File: src/rtl/updn_evt_pkg.sv
package updn_evt_pkg;

    typedef enum logic [1:0] {
        MODE_UPDN = 2'd0,
        MODE_QUAD = 2'd1,
        MODE_BIN  = 2'd2,
        MODE_DIRT = 2'd3
    } cnt_mode_e;

    localparam int NUM_EVT = 3;
    localparam int ADDR_W  = 2;

    localparam logic [ADDR_W-1:0] REG_CTRL   = 2'd0;
    localparam logic [ADDR_W-1:0] REG_STATUS = 2'd1;
    localparam logic [ADDR_W-1:0] REG_MASK   = 2'd2;
    localparam logic [ADDR_W-1:0] REG_COUNT  = 2'd3;

    // bit order matches the status register: ill=2, dec=1, inc=0
    typedef struct packed {
        logic ill;
        logic dec;
        logic inc;
    } evt_t;

    // Position on the 4-step wheel for the two code-based modes
    function automatic logic [1:0] code_pos(cnt_mode_e m, logic [1:0] ab);
        if (m == MODE_QUAD)
            return {ab[1], ab[1] ^ ab[0]};
        return ab;
    endfunction

endpackage

File: src/rtl/evt_sync.sv
module evt_sync #(
    parameter int W = 2
) (
    input  logic         clk,
    input  logic         rst,
    input  logic [W-1:0] d_async,
    output logic [W-1:0] d_sync
);
    logic [W-1:0] stage1_q;
    logic [W-1:0] stage2_q;

    always_ff @(posedge clk) begin
        if (rst) begin
            stage1_q <= '0;
            stage2_q <= '0;
        end else begin
            stage1_q <= d_async;
            stage2_q <= stage1_q;
        end
    end

    assign d_sync = stage2_q;
endmodule

File: src/rtl/evt_decode.sv
module evt_decode
    import updn_evt_pkg::*;
(
    input  logic       clk,
    input  logic       rst,
    input  cnt_mode_e  mode,
    input  logic [1:0] ab_s,
    output evt_t       evt
);
    logic [1:0] prev_q;
    logic [1:0] rise;
    logic [1:0] cur_p;
    logic [1:0] prv_p;
    logic [1:0] delta;

    always_ff @(posedge clk) begin
        if (rst) prev_q <= '0;
        else     prev_q <= ab_s;
    end

    always_comb begin
        evt   = '0;
        rise  = ab_s & ~prev_q;
        cur_p = code_pos(mode, ab_s);
        prv_p = code_pos(mode, prev_q);
        delta = cur_p - prv_p;
        case (mode)
            MODE_UPDN: begin
                evt.inc = rise[1];
                evt.dec = rise[0];
            end
            MODE_QUAD, MODE_BIN: begin
                evt.inc = (delta == 2'd1);
                evt.dec = (delta == 2'd3);
                evt.ill = (delta == 2'd2);
            end
            default: begin
                evt.inc = ~ab_s[0];
                evt.dec = ab_s[0];
            end
        endcase
    end
endmodule

File: src/rtl/evt_counter.sv
module evt_counter
    import updn_evt_pkg::*;
#(
    parameter int CNT_W = 32
) (
    input  logic             clk,
    input  logic             rst,
    input  logic             en,
    input  evt_t             evt,
    output logic [CNT_W-1:0] count
);
    localparam logic [CNT_W-1:0] ONE = CNT_W'(1);

    logic [CNT_W-1:0] cnt_q;

    always_ff @(posedge clk) begin
        if (rst)
            cnt_q <= '0;
        else if (en && evt.inc && !evt.dec)
            cnt_q <= cnt_q + ONE;
        else if (en && evt.dec && !evt.inc)
            cnt_q <= cnt_q - ONE;
    end

    assign count = cnt_q;
endmodule

File: src/rtl/updn_event_counter.sv
module updn_event_counter
    import updn_evt_pkg::*;
#(
    parameter int CNT_W = 32
) (
    input  logic              clk,
    input  logic              rst,
    input  logic              in_up,
    input  logic              in_dn,
    input  logic              wr_en,
    input  logic [ADDR_W-1:0] wr_addr,
    input  logic [CNT_W-1:0]  wr_data,
    input  logic [ADDR_W-1:0] rd_addr,
    output logic [CNT_W-1:0]  rd_data,
    output logic              irq
);
    logic [1:0]         ab_s;
    evt_t               evt;
    logic [NUM_EVT-1:0] evt_vec;
    logic [NUM_EVT-1:0] clr_vec;
    logic [NUM_EVT-1:0] status_q;
    logic [NUM_EVT-1:0] mask_q;
    logic               en_q;
    cnt_mode_e          mode_q;
    logic [CNT_W-1:0]   count;
    logic               unused_wr_hi;

    assign unused_wr_hi = ^wr_data[CNT_W-1:NUM_EVT];

    evt_sync #(.W(2)) sync_i (
        .clk     (clk),
        .rst     (rst),
        .d_async ({in_up, in_dn}),
        .d_sync  (ab_s)
    );

    evt_decode dec_i (
        .clk  (clk),
        .rst  (rst),
        .mode (mode_q),
        .ab_s (ab_s),
        .evt  (evt)
    );

    evt_counter #(.CNT_W(CNT_W)) cnt_i (
        .clk   (clk),
        .rst   (rst),
        .en    (en_q),
        .evt   (evt),
        .count (count)
    );

    assign evt_vec = evt;
    assign clr_vec = (wr_en && wr_addr == REG_STATUS) ? wr_data[NUM_EVT-1:0] : '0;

    always_ff @(posedge clk) begin
        if (rst) begin
            en_q   <= 1'b0;
            mode_q <= MODE_UPDN;
            mask_q <= '0;
        end else if (wr_en) begin
            if (wr_addr == REG_CTRL) begin
                en_q   <= wr_data[0];
                mode_q <= cnt_mode_e'(wr_data[2:1]);
            end
            if (wr_addr == REG_MASK)
                mask_q <= wr_data[NUM_EVT-1:0];
        end
    end

    // event set takes priority over a same-cycle software clear
    always_ff @(posedge clk) begin
        if (rst || !en_q)
            status_q <= '0;
        else
            status_q <= (status_q & ~clr_vec) | evt_vec;
    end

    assign irq = |(status_q & mask_q);

    always_comb begin
        rd_data = '0;
        case (rd_addr)
            REG_CTRL: begin
                rd_data[0]   = en_q;
                rd_data[2:1] = mode_q;
            end
            REG_STATUS: rd_data[NUM_EVT-1:0] = status_q;
            REG_MASK:   rd_data[NUM_EVT-1:0] = mask_q;
            default:    rd_data = count;
        endcase
    end
endmodule

File: config.mk
export PLATFORM = sky130hd
export DESIGN_NAME = updn_event_counter
export DESIGN_NICKNAME = d
export VERILOG_FILES = /design/src/rtl/updn_evt_pkg.sv /design/src/rtl/evt_sync.sv /design/src/rtl/evt_decode.sv /design/src/rtl/evt_counter.sv /design/src/rtl/updn_event_counter.sv
export SDC_FILE = /design/constraint.sdc
export NUM_CORES = 1
export LEC_CHECK = 0
export BUFFER_PORTS_ARGS = -buffer_cell sky130_fd_sc_hd__buf_4
export CORE_UTILIZATION = 35
export CTS_CLUSTER_DIAMETER = 80
export CTS_CLUSTER_SIZE = 8
export DETAILED_ROUTE_END_ITERATION = 12
export PLACE_DENSITY = 0.53
export RECOVER_POWER = 25
export SLEW_MARGIN = 5
export SYNTH_ARGS = -nofsm -noshare
export SYNTH_HDL_FRONTEND = slang
export SYNTH_SLANG_ARGS = --single-unit
File: constraint.sdc
create_clock -name clk -period 6.4 [get_ports clk]
set_clock_uncertainty 0.2 [all_clocks]
set_input_delay 1.92 -clock clk [delete_from_list [all_inputs] [get_ports clk]]
set_output_delay 1.92 -clock clk [all_outputs]
set_load 0.05 [all_outputs]
==> results.py, run 1 <==
metrics = {
    "route": {
        "wl_mm": 9.714,
        "drtPass1Iterations": 4,
        "wl_per_cell_um": 14.94,
        "vias": 3509,
        "drc": 0,
        "ant_nets": 0,
        "drt_iter0_drc": 202,
        "viasPerCell": 5.398,
    },
    "setup_path": {
        "reg2reg_setup_slack_ns": 0.90,
        "cp_slowest_cell": "clkbuf_1",
        "cp.required_ns": 6.42,
        "critPathTopFamily": "compound AO/OA/AOI/OAI gates",
        "cp-start-kind": "flip-flop",
        "crit_type": "reg2reg",
        "crit_arrival_ns": 5.52,
        "reg2reg_depth": 19,
        "slowest_delay_ns": 0.51,
        "critPathBufInv": 2,
        "critPathMaxFanout": 16,
        "crit_chain": "inv_1 > ha_1 > nand2_1 > xor2_1 > ha_1 > xor2_1 > a221oi_1 > a21oi_1 > nand3_1 > clkbuf_1 > ha_1 > o211ai_1 > a21oi_1 > o21ai_0 > a21oi_1 > or3b_1 > o2111ai_1 > mux2_2 > o22ai_1",
        "end_kind": "flip-flop",
        "path_depth": 19,
    },
    "min_path": {
        "hold_depth": 1,
        "hold_path.class": "reg2reg",
    },
    "global_routing": {
        "grt_max_degree": 44,
        "antenna_found_initial": 0,
        "gr-total-overflow": 0,
        "grt_first_pass_wirelength_mm": 16.41,
        "grt_usage_pct": 18.31,
        "grt_pass1_vias": 3364,
    },
    "sta": {
        "final.setup.tns_ns": 0,
        "fmax_ghz": 0.1818,
        "setup_viol": 0,
        "worst_slack_ns": 0.8998,
        "min_period_over_period_pct": 85.94,
        "slew_violations": 44,
        "rsz0062_at_grt": "no",
        "worstMarginPinSlew_ns": 2.200,
        "period_minus_slack_ns": 5.500,
        "finalHoldViolCount": 0,
        "max_slew_margin_pct": -46.66,
    },
    "die": {
        "die_h_um": 104.8,
        "ios": 74,
        "fp.coreArea_mm2": 0.01028,
        "rows": 37,
        "dieArea_mm2": 0.01098,
        "start_util_pct": 35.98,
        "die_w_um": 104.8,
    },
    "clock_network": {
        "ctsRootBufferMaster": "clkbuf_8",
        "clock_path_buffers": 2,
        "cts_tree": "built",
        "clk_latency_ns": 0.31,
        "postCtsSetupRepairBufs": 0,
        "numCtsBuffers": 5,
        "htree_levels": 2,
        "cts_resized": 0,
        "holdBufCountCts": 0,
        "clk_pin_slew_ns": 0.10,
        "cts_sinks": 47,
    },
    "yosys": {
        "ys.flop_type": "dfxtp_1",
        "synth-edff-count": 0,
        "synth_xor_area_share_pct": 4.264,
        "yosys-top-cells-area": "dfxtp_1 25%, ha_1 12%, a21oi_1 7.6%",
        "synth.avg_cell_area_um2": 7.735,
        "synth_top_family_by_area": "simple AND/OR/NAND/NOR gates",
        "ys_seq_elements": 47,
        "synthAdderAreaFrac_pct": 12.39,
        "yosysWarningCount": 0,
        "ys_async_sr_fraction_pct": 0,
        "synth.area.mux_share_pct": 3.519,
        "syn-num-nets": 555,
        "netlist.area_leader.share_pct": 25.45,
        "yosys.area_share.simple_pct": 27.28,
        "synth_cell_types": 55,
        "synth_compound_area_share_pct": 23.69,
        "synth_cells": 478,
        "synth_largest_area_cell": "dfxtp_1",
        "syn_area_mm2": 0.003697,
        "yosysSeqAreaShare_pct": 25.45,
    },
    "power": {
        "peakVddDrop_v": 0.00009121,
        "clock_power_share_pct": 29.6,
        "internal_power_uw": 442.0,
        "leakage_uw": 0.001950,
        "switchingPower_uw": 210.2,
        "switching_share_pct": 32.23,
        "seqPwrFrac_pct": 46.4,
        "pwr-share-comb_pct": 24.0,
        "powerDensity_mw_per_mm2": 154.3,
    },
    "cells_and_area": {
        "fillers": 1098,
        "fin_nets": 590,
        "drive_gt1_share_pct": 13.62,
        "ff_latch_area_um2": 940.9,
        "antenna_cells": 0,
        "most-common-layout-cells": "56 x nand2_1, 56 x a21oi_1, 47 x dfxtp_1",
        "syn_to_final_growth_pct": 14.31,
        "multi_input_area_mm2": 0.002630,
    },
    "run_status": {
        "violations": "max-capacitance violations, max-slew violations",
        "status": "finished with violations",
    },
    "placement": {
        "io_buffers": 44,
        "gp_congestion": 0.8182,
        "dp_slack_ns": 1.160,
        "place_hpwl_mm": 6.849,
    },
    "flow_run": {
        "drv_cap": 1,
    },
}
==> metal layers <==
| layer | vias up | GRT usage (%) | wire length (um) |
|---|---|---|---|
| met1 | 1625 | 25.80 | 5001 |
| li1 | 1819 | - | - |
| met3 | 5 | 2.246 | 301 |
| met4 | 0 | 4.427 | 87 |
| met5 | - | 0 | 0 |
| met2 | 60 | 29.56 | 4323 |
==> synth_stat cells, types with 3 or more instances <==
cell	instances
a21oi_1	56
nand2_1	56
dfxtp_1	47
ha_1	35
and3_1	34
nor2_1	30
o21ai_0	23
clkbuf_1	16
nand3_1	15
inv_1	13
nor2b_1	11
xnor2_1	11
nor3_1	10
a21o_1	8
nand2b_1	8
o21a_1	7
xor2_1	7
a211oi_1	6
nand4_1	6
a21boi_0	5
a31oi_1	5
or3_1	5
mux2i_1	4
nand4b_1	4
o211ai_1	4
a21oi_2	3
and2_1	3
mux4_2	3
nand3b_1	3
o2111ai_1	3
o22ai_1	3
o311ai_0	3
or2_2	3
==> power groups by stage <==
stage | clock [uW] | sequential, uW | combinational [uW]
floorplan | 0 | 308 | 121
global placement | 0 | 310 | 156
detailed placement | 0 | 310 | 156
CTS | 201 | 303 | 157
global route | 214 | 304 | 175
finish | 193 | 303 | 156
==> cell type report <==
class / instances / share of cell area [%]
multi-input cells: 398 / 62.23
clock inverters: 3 / 0.4441
inverters: 13 / 1.155
clock buffers: 5 / 1.628
flip-flops and latches: 47 / 22.26
repair buffers: 48 / 8.259
well taps: 136 / 4.026
==> registers in the layout, indices dropped and copies added, names as in the netlist <==
| register | cells |
|---|---|
| status_q | 3 |
| sync_i.stage1_q | 2 |
| en_q | 1 |
| dec_i.prev_q | 2 |
| mask_q | 3 |
| cnt_i.count | 32 |
| mode_q | 2 |
| sync_i.d_sync | 2 |
==> kinds of logic (layout without fill, tap and decap cells) <==
logic type | Yosys count | after routing
DFF | 47 | 47
adders and majority gates | 36 | 36
xor gates and xnor gates | 18 | 18
muxes | 9 | 9
and+or+nand+nor | 196 | 196
buffers and inverters | 33 | 69
AOI/OAI and AO/OA | 139 | 139
==> metrics by stage <==
step / total power, uW / util, % / hold slack [ns] / instances / area [um2]
2_1_floorplan: 428.9 / - / 0.2138 / 478 / 3697
3_3_place_gp: 465.2 / 40.38 / 0.2318 / 642 / 4150
3_5_place_dp: 465.8 / 40.38 / 0.2296 / 642 / 4150
4_1_cts: 660.7 / 41.23 / 0.2523 / 650 / 4238
5_1_grt: 692.9 / 41.12 / 0.2754 / 650 / 4227
6_report: 652.2 / 41.12 / 0.2443 / 650 / 4227
==> worst paths after layout <==
| kind | startpoint | endpoint |
|---|---|---|
| min reg2reg | sync_i.stage1_q[1] | sync_i.d_sync[1] |
| max reg2reg | mode_q[1] | cnt_i.count[26] |
| max | mode_q[1] | cnt_i.count[26] |
| min | sync_i.stage1_q[1] | sync_i.d_sync[1] |
Note: power is estimated with default switching activity, not from simulation.
==> run 2: changes to the inputs <==
--- a/config.mk
+++ b/config.mk
@@ -15,4 +15,5 @@
 export SLEW_MARGIN = 5
 export SYNTH_ARGS = -nofsm -noshare
 export SYNTH_HDL_FRONTEND = slang
+export SYNTH_HIERARCHICAL = 1
 export SYNTH_SLANG_ARGS = --single-unit
==> results.py, run 2 <==
metrics = {
    "run_status": {
        "status": "finished with violations",
        "violations": "max-capacitance violations, max-slew violations",
    },
    "yosys": {
        "ys.flop_type": "dfxtp_1",
        "netlist.area_leader.share_pct": 25.07,
        "yosysSeqAreaShare_pct": 25.07,
        "ys_seq_elements": 47,
        "yosysMostFrequentCell": "nand2_1",
        "syn-num-nets": 552,
        "yosys-top-cells-area": "dfxtp_1 25%, ha_1 13%, a21oi_1 6.7%",
        "synth.avg_cell_area_um2": 7.953,
        "ys_async_sr_fraction_pct": 0,
        "synth_largest_area_cell": "dfxtp_1",
        "yosysWarningCount": 6,
        "synth_cell_types": 56,
        "syn_area_mm2": 0.003754,
        "synth_common_cells": "64 x nand2_1, 50 x a21oi_1, 47 x dfxtp_1, 40 x and3_1, 38 x ha_1",
        "synth-edff-count": 0,
        "synth_cells": 472,
    },
    "cells_and_area": {
        "most-common-layout-cells": "64 x nand2_1, 50 x a21oi_1, 47 x dfxtp_1",
        "syn_to_final_growth_pct": 14.63,
        "postLayoutCoreUtil_pct": 41.49,
        "layout_commonest_cell": "nand2_1",
        "antenna_cells": 0,
        "fin_nets": 585,
        "layout.cells.non_filler": 642,
        "drive_gt1_share_pct": 12.65,
        "largest_register_ffs": 32,
    },
    "global_routing": {
        "grt_max_degree": 50,
        "antenna_found_initial": 0,
        "gr-total-overflow": 0,
        "grt_usage_pct": 17.84,
        "grt_first_pass_wirelength_mm": 16.26,
        "grt_pass1_vias": 3315,
    },
    "route": {
        "ant_nets": 0,
        "viasPerCell": 5.368,
        "wl_per_cell_um": 14.61,
        "vias": 3446,
        "drc": 0,
        "drtPass1Iterations": 4,
        "drt_iter0_drc": 132,
        "wl_mm": 9.380,
    },
    "setup_path": {
        "critPathMaxFanout": 15,
        "cp.required_ns": 6.30,
        "crit_type": "reg2reg",
        "end_kind": "flip-flop",
        "reg2reg_depth": 20,
        "cp-start-kind": "flip-flop",
        "crit_arrival_ns": 5.34,
    },
    "power": {
        "power_uw": 697.7,
        "powerDensity_mw_per_mm2": 162.1,
        "switchingPower_uw": 211.0,
        "seqPwrFrac_pct": 43.4,
        "internal_power_uw": 486.6,
        "clock_power_share_pct": 33.9,
        "leakage_uw": 0.002061,
        "pwr-share-comb_pct": 22.7,
        "peakVddDrop_v": 0.0001253,
        "switching_share_pct": 30.25,
    },
    "die": {
        "dieArea_mm2": 0.01114,
        "die_h_um": 105.6,
        "rows": 37,
        "die_w_um": 105.6,
        "ios": 74,
        "fp.coreArea_mm2": 0.01037,
        "start_util_pct": 36.20,
    },
    "sta": {
        "worstMarginPinSlew_ns": 2.300,
        "period_minus_slack_ns": 5.444,
        "rsz0062_at_grt": "no",
        "fin_hold_ws_ns": 0.2434,
        "final.setup.tns_ns": 0,
        "max_slew_margin_pct": -53.32,
        "min_period_over_period_pct": 85.06,
        "finalHoldViolCount": 0,
        "setup_viol": 0,
        "slew_violations": 50,
        "fmax_ghz": 0.1837,
    },
    "clock_network": {
        "cts_sinks": 47,
        "cts_resized": 0,
        "cts_tree": "built",
        "clk_latency_ns": 0.31,
        "postCtsSetupRepairBufs": 0,
        "holdBufCountCts": 0,
        "ctsRootBufferMaster": "clkbuf_8",
        "numCtsBuffers": 5,
        "clk_pin_slew_ns": 0.10,
        "clock_path_buffers": 2,
        "htree_levels": 2,
    },
    "flow_run": {
        "drv_cap": 1,
    },
    "min_path": {
        "hold_path.class": "reg2reg",
        "hold_depth": 1,
    },
    "placement": {
        "gp_congestion": 0.8473,
        "place_inst": 634,
        "io_buffers": 44,
        "place_hpwl_mm": 6.532,
    },
}
-- run 2: kinds of logic (layout without fill, tap and decap cells) --
| logic type | count (synthesis) | count (layout) | share of synthesized area (%) |
|---|---|---|---|
| AO/OA/AOI/OAI | 131 | 131 | 23.23 |
| XOR/XNOR | 21 | 21 | 4.900 |
| adder cells (fa/ha/maj) | 39 | 39 | 13.20 |
| buffers and inverters | 37 | 71 | 3.900 |
| flip-flops | 47 | 47 | 25.07 |
| multiplexers | 13 | 13 | 4.800 |
| AND/OR/NAND/NOR | 184 | 184 | 24.90 |
-- run 2: critical path, stage by stage, from the launching register on --
cell	delay [ns]
dfxtp_1	0.44
ha_1	0.20
nand2_1	0.06
xor2_1	0.14
ha_1	0.21
xnor2_1	0.28
o21ai_0	0.24
nor2b_1	0.22
nand2_1	0.39
buf_4	0.32
inv_1	0.08
fa_1	0.38
nor2b_1	0.22
o2111ai_1	0.15
a21oi_1	0.31
o2111ai_1	0.21
a31oi_1	0.53
o21ai_0	0.20
and3_1	0.21
o21ai_0	0.15
a21oi_1	0.09
-- run 2: final timing paths --
check                     startpoint  slack (ns)                to
setup / recovery           mode_q[0]        0.96   cnt_i/count[22]
hold / removal    sync_i/stage1_q[0]        0.24  sync_i/d_sync[0]
setup reg to reg           mode_q[0]        0.96   cnt_i/count[22]
hold reg to reg   sync_i/stage1_q[0]        0.24  sync_i/d_sync[0]
-- run 2: layer usage --
layer | track usage (%) | part of all wire [%] | vias up
met5 | 0 | 0 | -
met3 | 2.845 | 3.2 | 9
met4 | 4.663 | 1.2 | 0
met2 | 29.28 | 45 | 62
li1 | - | - | 1784
met1 | 24.28 | 51 | 1591
-- run 2: stage by stage --
step | instance area [um2] | setup slack [ns]
finish | 4303 | 0.9559
global route | 4303 | 0.3691
CTS | 4310 | 0.9743
detailed placement | 4194 | 0.9999
global placement | 4194 | 1.084
floorplan | 3754 | 1.332
-- run 2: area by class of cell --
class | instances | area [um2]
fill | 1081 | 6067
multi-input combinational | 388 | 2670
sequential | 47 | 940.9
timing repair buffer | 47 | 345.3
tap | 136 | 170.2
clock buffer | 5 | 68.82
inverter | 16 | 60.06
clock inverter | 3 | 47.55
-- run 2: power by group through the flow --
stage	sequential, uW	combinational (uW)	clock (uW)
after floorplan	308	123	0
after detailed placement	310	159	0
after global placement	309	157	0
final	303	158	236
after global routing	304	179	264
after CTS	303	160	249
==> run 3: changes to the inputs <==
--- a/config.mk
+++ b/config.mk
@@ -6,12 +6,12 @@
 export NUM_CORES = 1
 export LEC_CHECK = 0
 export BUFFER_PORTS_ARGS = -buffer_cell sky130_fd_sc_hd__buf_4
+export CORE_MARGIN = 2
 export CORE_UTILIZATION = 35
 export CTS_CLUSTER_DIAMETER = 80
 export CTS_CLUSTER_SIZE = 8
 export DETAILED_ROUTE_END_ITERATION = 12
-export PLACE_DENSITY = 0.53
-export RECOVER_POWER = 25
+export PLACE_DENSITY_LB_ADDON = 0.05
 export SLEW_MARGIN = 5
 export SYNTH_ARGS = -nofsm -noshare
 export SYNTH_HDL_FRONTEND = slang
==> results.py, run 3 (synthesis gave the netlist of run 2 again) <==
metrics = {
    "run_status": {
        "status": "finished, final reports clean",
    },
    "placement": {
        "dp_slack_ns": 0.8799,
        "gp_congestion": 0.8245,
        "io_buffers": 44,
        "place_hpwl_mm": 6.874,
    },
    "cells_and_area": {
        "largest_register_ffs": 32,
        "syn_to_final_growth_pct": 14.07,
        "ff_latch_area_um2": 940.9,
        "layout_commonest_cell": "nand2_1",
        "fin_nets": 584,
        "fillers": 1091,
        "multi_input_area_mm2": 0.002670,
        "most-common-layout-cells": "64 x nand2_1, 50 x a21oi_1, 47 x dfxtp_1",
        "drive_gt1_share_pct": 12.87,
        "antenna_cells": 0,
    },
    "route": {
        "wl_met2_mm": 4.404,
        "wl_per_cell_um": 15.44,
        "met3_wirelength_um": 352,
        "wl_mm": 9.900,
        "wl_met1_mm": 5.088,
        "viasPerCell": 5.424,
        "highest_layer": "met4",
        "ant_nets": 0,
        "drt_iter0_drc": 117,
        "drc": 0,
        "drtPass1Iterations": 4,
        "vias": 3477,
    },
    "setup_path": {
        "cp_slowest_cell": "a31oi_1",
        "crit_type": "reg2reg",
        "cp.required_ns": 6.41,
        "cp-start-kind": "flip-flop",
        "slowest_delay_ns": 0.55,
        "crit_chain": "inv_1 > ha_1 > nand2_1 > xor2_1 > ha_1 > xnor2_1 > o21ai_0 > nor2b_1 > nand2_1 > buf_4 > inv_1 > fa_1 > nor2b_1 > o2111ai_1 > a21oi_1 > o2111ai_1 > a31oi_1 > a211oi_1 > o21ai_0 > mux2i_1 > nand2_1",
        "end_kind": "flip-flop",
        "crit_arrival_ns": 5.49,
        "critPathMaxFanout": 25,
        "crit_top_cell": "nand2_1",
    },
    "sta": {
        "slew_violations": 0,
        "worst_slack_ns": 0.9185,
        "min_period_over_period_pct": 85.65,
        "rsz0062_at_grt": "no",
        "finalHoldViolCount": 0,
        "period_minus_slack_ns": 5.482,
        "setup_viol": 0,
        "final.setup.tns_ns": 0,
        "max_slew_margin_pct": 25.59,
        "fin_hold_ws_ns": 0.2492,
        "worstMarginPinSlew_ns": 1.116,
        "fmax_ghz": 0.1824,
    },
    "power": {
        "leakage_uw": 0.002055,
        "pwr-share-comb_pct": 24.0,
        "powerDensity_mw_per_mm2": 156.0,
        "switching_share_pct": 32.80,
        "switchingPower_uw": 219.1,
        "internal_power_uw": 448.9,
        "clock_power_share_pct": 30.7,
        "seqPwrFrac_pct": 45.3,
        "peakVddDrop_v": 0.00009862,
    },
    "clock_network": {
        "cts_resized": 0,
        "ctsRootBufferMaster": "clkbuf_8",
        "clock_path_buffers": 2,
        "numCtsBuffers": 5,
        "cts_sinks": 47,
        "cts_tree": "built",
        "holdBufCountCts": 0,
        "htree_levels": 2,
        "clk_pin_slew_ns": 0.11,
        "clk_latency_ns": 0.31,
        "postCtsSetupRepairBufs": 0,
    },
    "global_routing": {
        "grt_pass1_vias": 3417,
        "grt_first_pass_wirelength_mm": 16.84,
        "gr-total-overflow": 0,
        "grt_max_degree": 50,
        "grt_usage_pct": 17.96,
        "antenna_found_initial": 0,
    },
    "die": {
        "fp.coreArea_mm2": 0.01037,
        "rows": 37,
        "die_h_um": 107.6,
        "die_w_um": 107.6,
        "start_util_pct": 36.20,
        "dieArea_mm2": 0.01157,
        "ios": 74,
    },
    "min_path": {
        "hold_path.class": "reg2reg",
    },
    "flow_run": {
        "drv_cap": 0,
    },
}
-- run 3: cell count changes in the layout (fill, tap and decap cells not counted) --
cell       change
clkbuf_1       -2
buf_4          +1
bufinv_16      -1
inv_6          +1
-- run 3: path summary, 6_finish.rpt --
| check | start | to | slack [ns] | cells after the start |
|---|---|---|---|---|
| min | sync_i/stage1_q[0] | sync_i/d_sync[0] | 0.25 | 1 |
| min reg2reg | sync_i/stage1_q[0] | sync_i/d_sync[0] | 0.25 | 1 |
| max reg2reg | mode_q[1] | cnt_i/count[30] | 0.92 | 21 |
| max | mode_q[1] | cnt_i/count[30] | 0.92 | 21 |
-- run 3: power groups by stage --
stage / clock [uW] / combinational, uW / sequential, uW
global placement: 0 / 158 / 309
finish: 205 / 160 / 303
detailed placement: 0 / 159 / 310
CTS: 215 / 160 / 303
global route: 225 / 179 / 304
floorplan: 0 / 123 / 308
-- run 3: layout make-up --
| class | instances | area share, % |
|---|---|---|
| clock buffers | 5 | 1.607 |
| clock inverters | 3 | 0.6137 |
| flip-flops and latches | 47 | 21.98 |
| repair buffers | 46 | 8.065 |
| inverters | 16 | 1.403 |
| well taps | 136 | 3.974 |
| multi-input cells | 388 | 62.36 |
-- run 3: layer usage --
| metal | track usage (%) | up-vias |
|---|---|---|
| li1 | - | 1779 |
| met1 | 25.85 | 1634 |
| met2 | 28.80 | 60 |
| met4 | 3.297 | 0 |
| met3 | 2.421 | 4 |
| met5 | 0 | - |
-- run 3: worst max-delay path: cells and delay by family (launching register included) --
kind	cells	cell delay (ns)
and+or+nand+nor	5	0.91
DFF	1	0.43
muxes	1	0.22
buffers and inverters	3	0.59
adders and majority gates	3	0.79
AOI/OAI and AO/OA	7	1.92
xor gates and xnor gates	2	0.31
-- run 3: metrics by stage --
| stage | util, % | cells | instance area, um2 | total power [uW] |
|---|---|---|---|---|
| final | 41.29 | 641 | 4282 | 668.0 |
| after global placement | 40.37 | 633 | 4187 | 467.8 |
| after floorplan | - | 472 | 3754 | 431.2 |
| after detailed placement | 40.37 | 633 | 4187 | 469.1 |
| after CTS | 41.29 | 641 | 4282 | 677.8 |
| after global routing | 41.29 | 641 | 4282 | 707.8 |
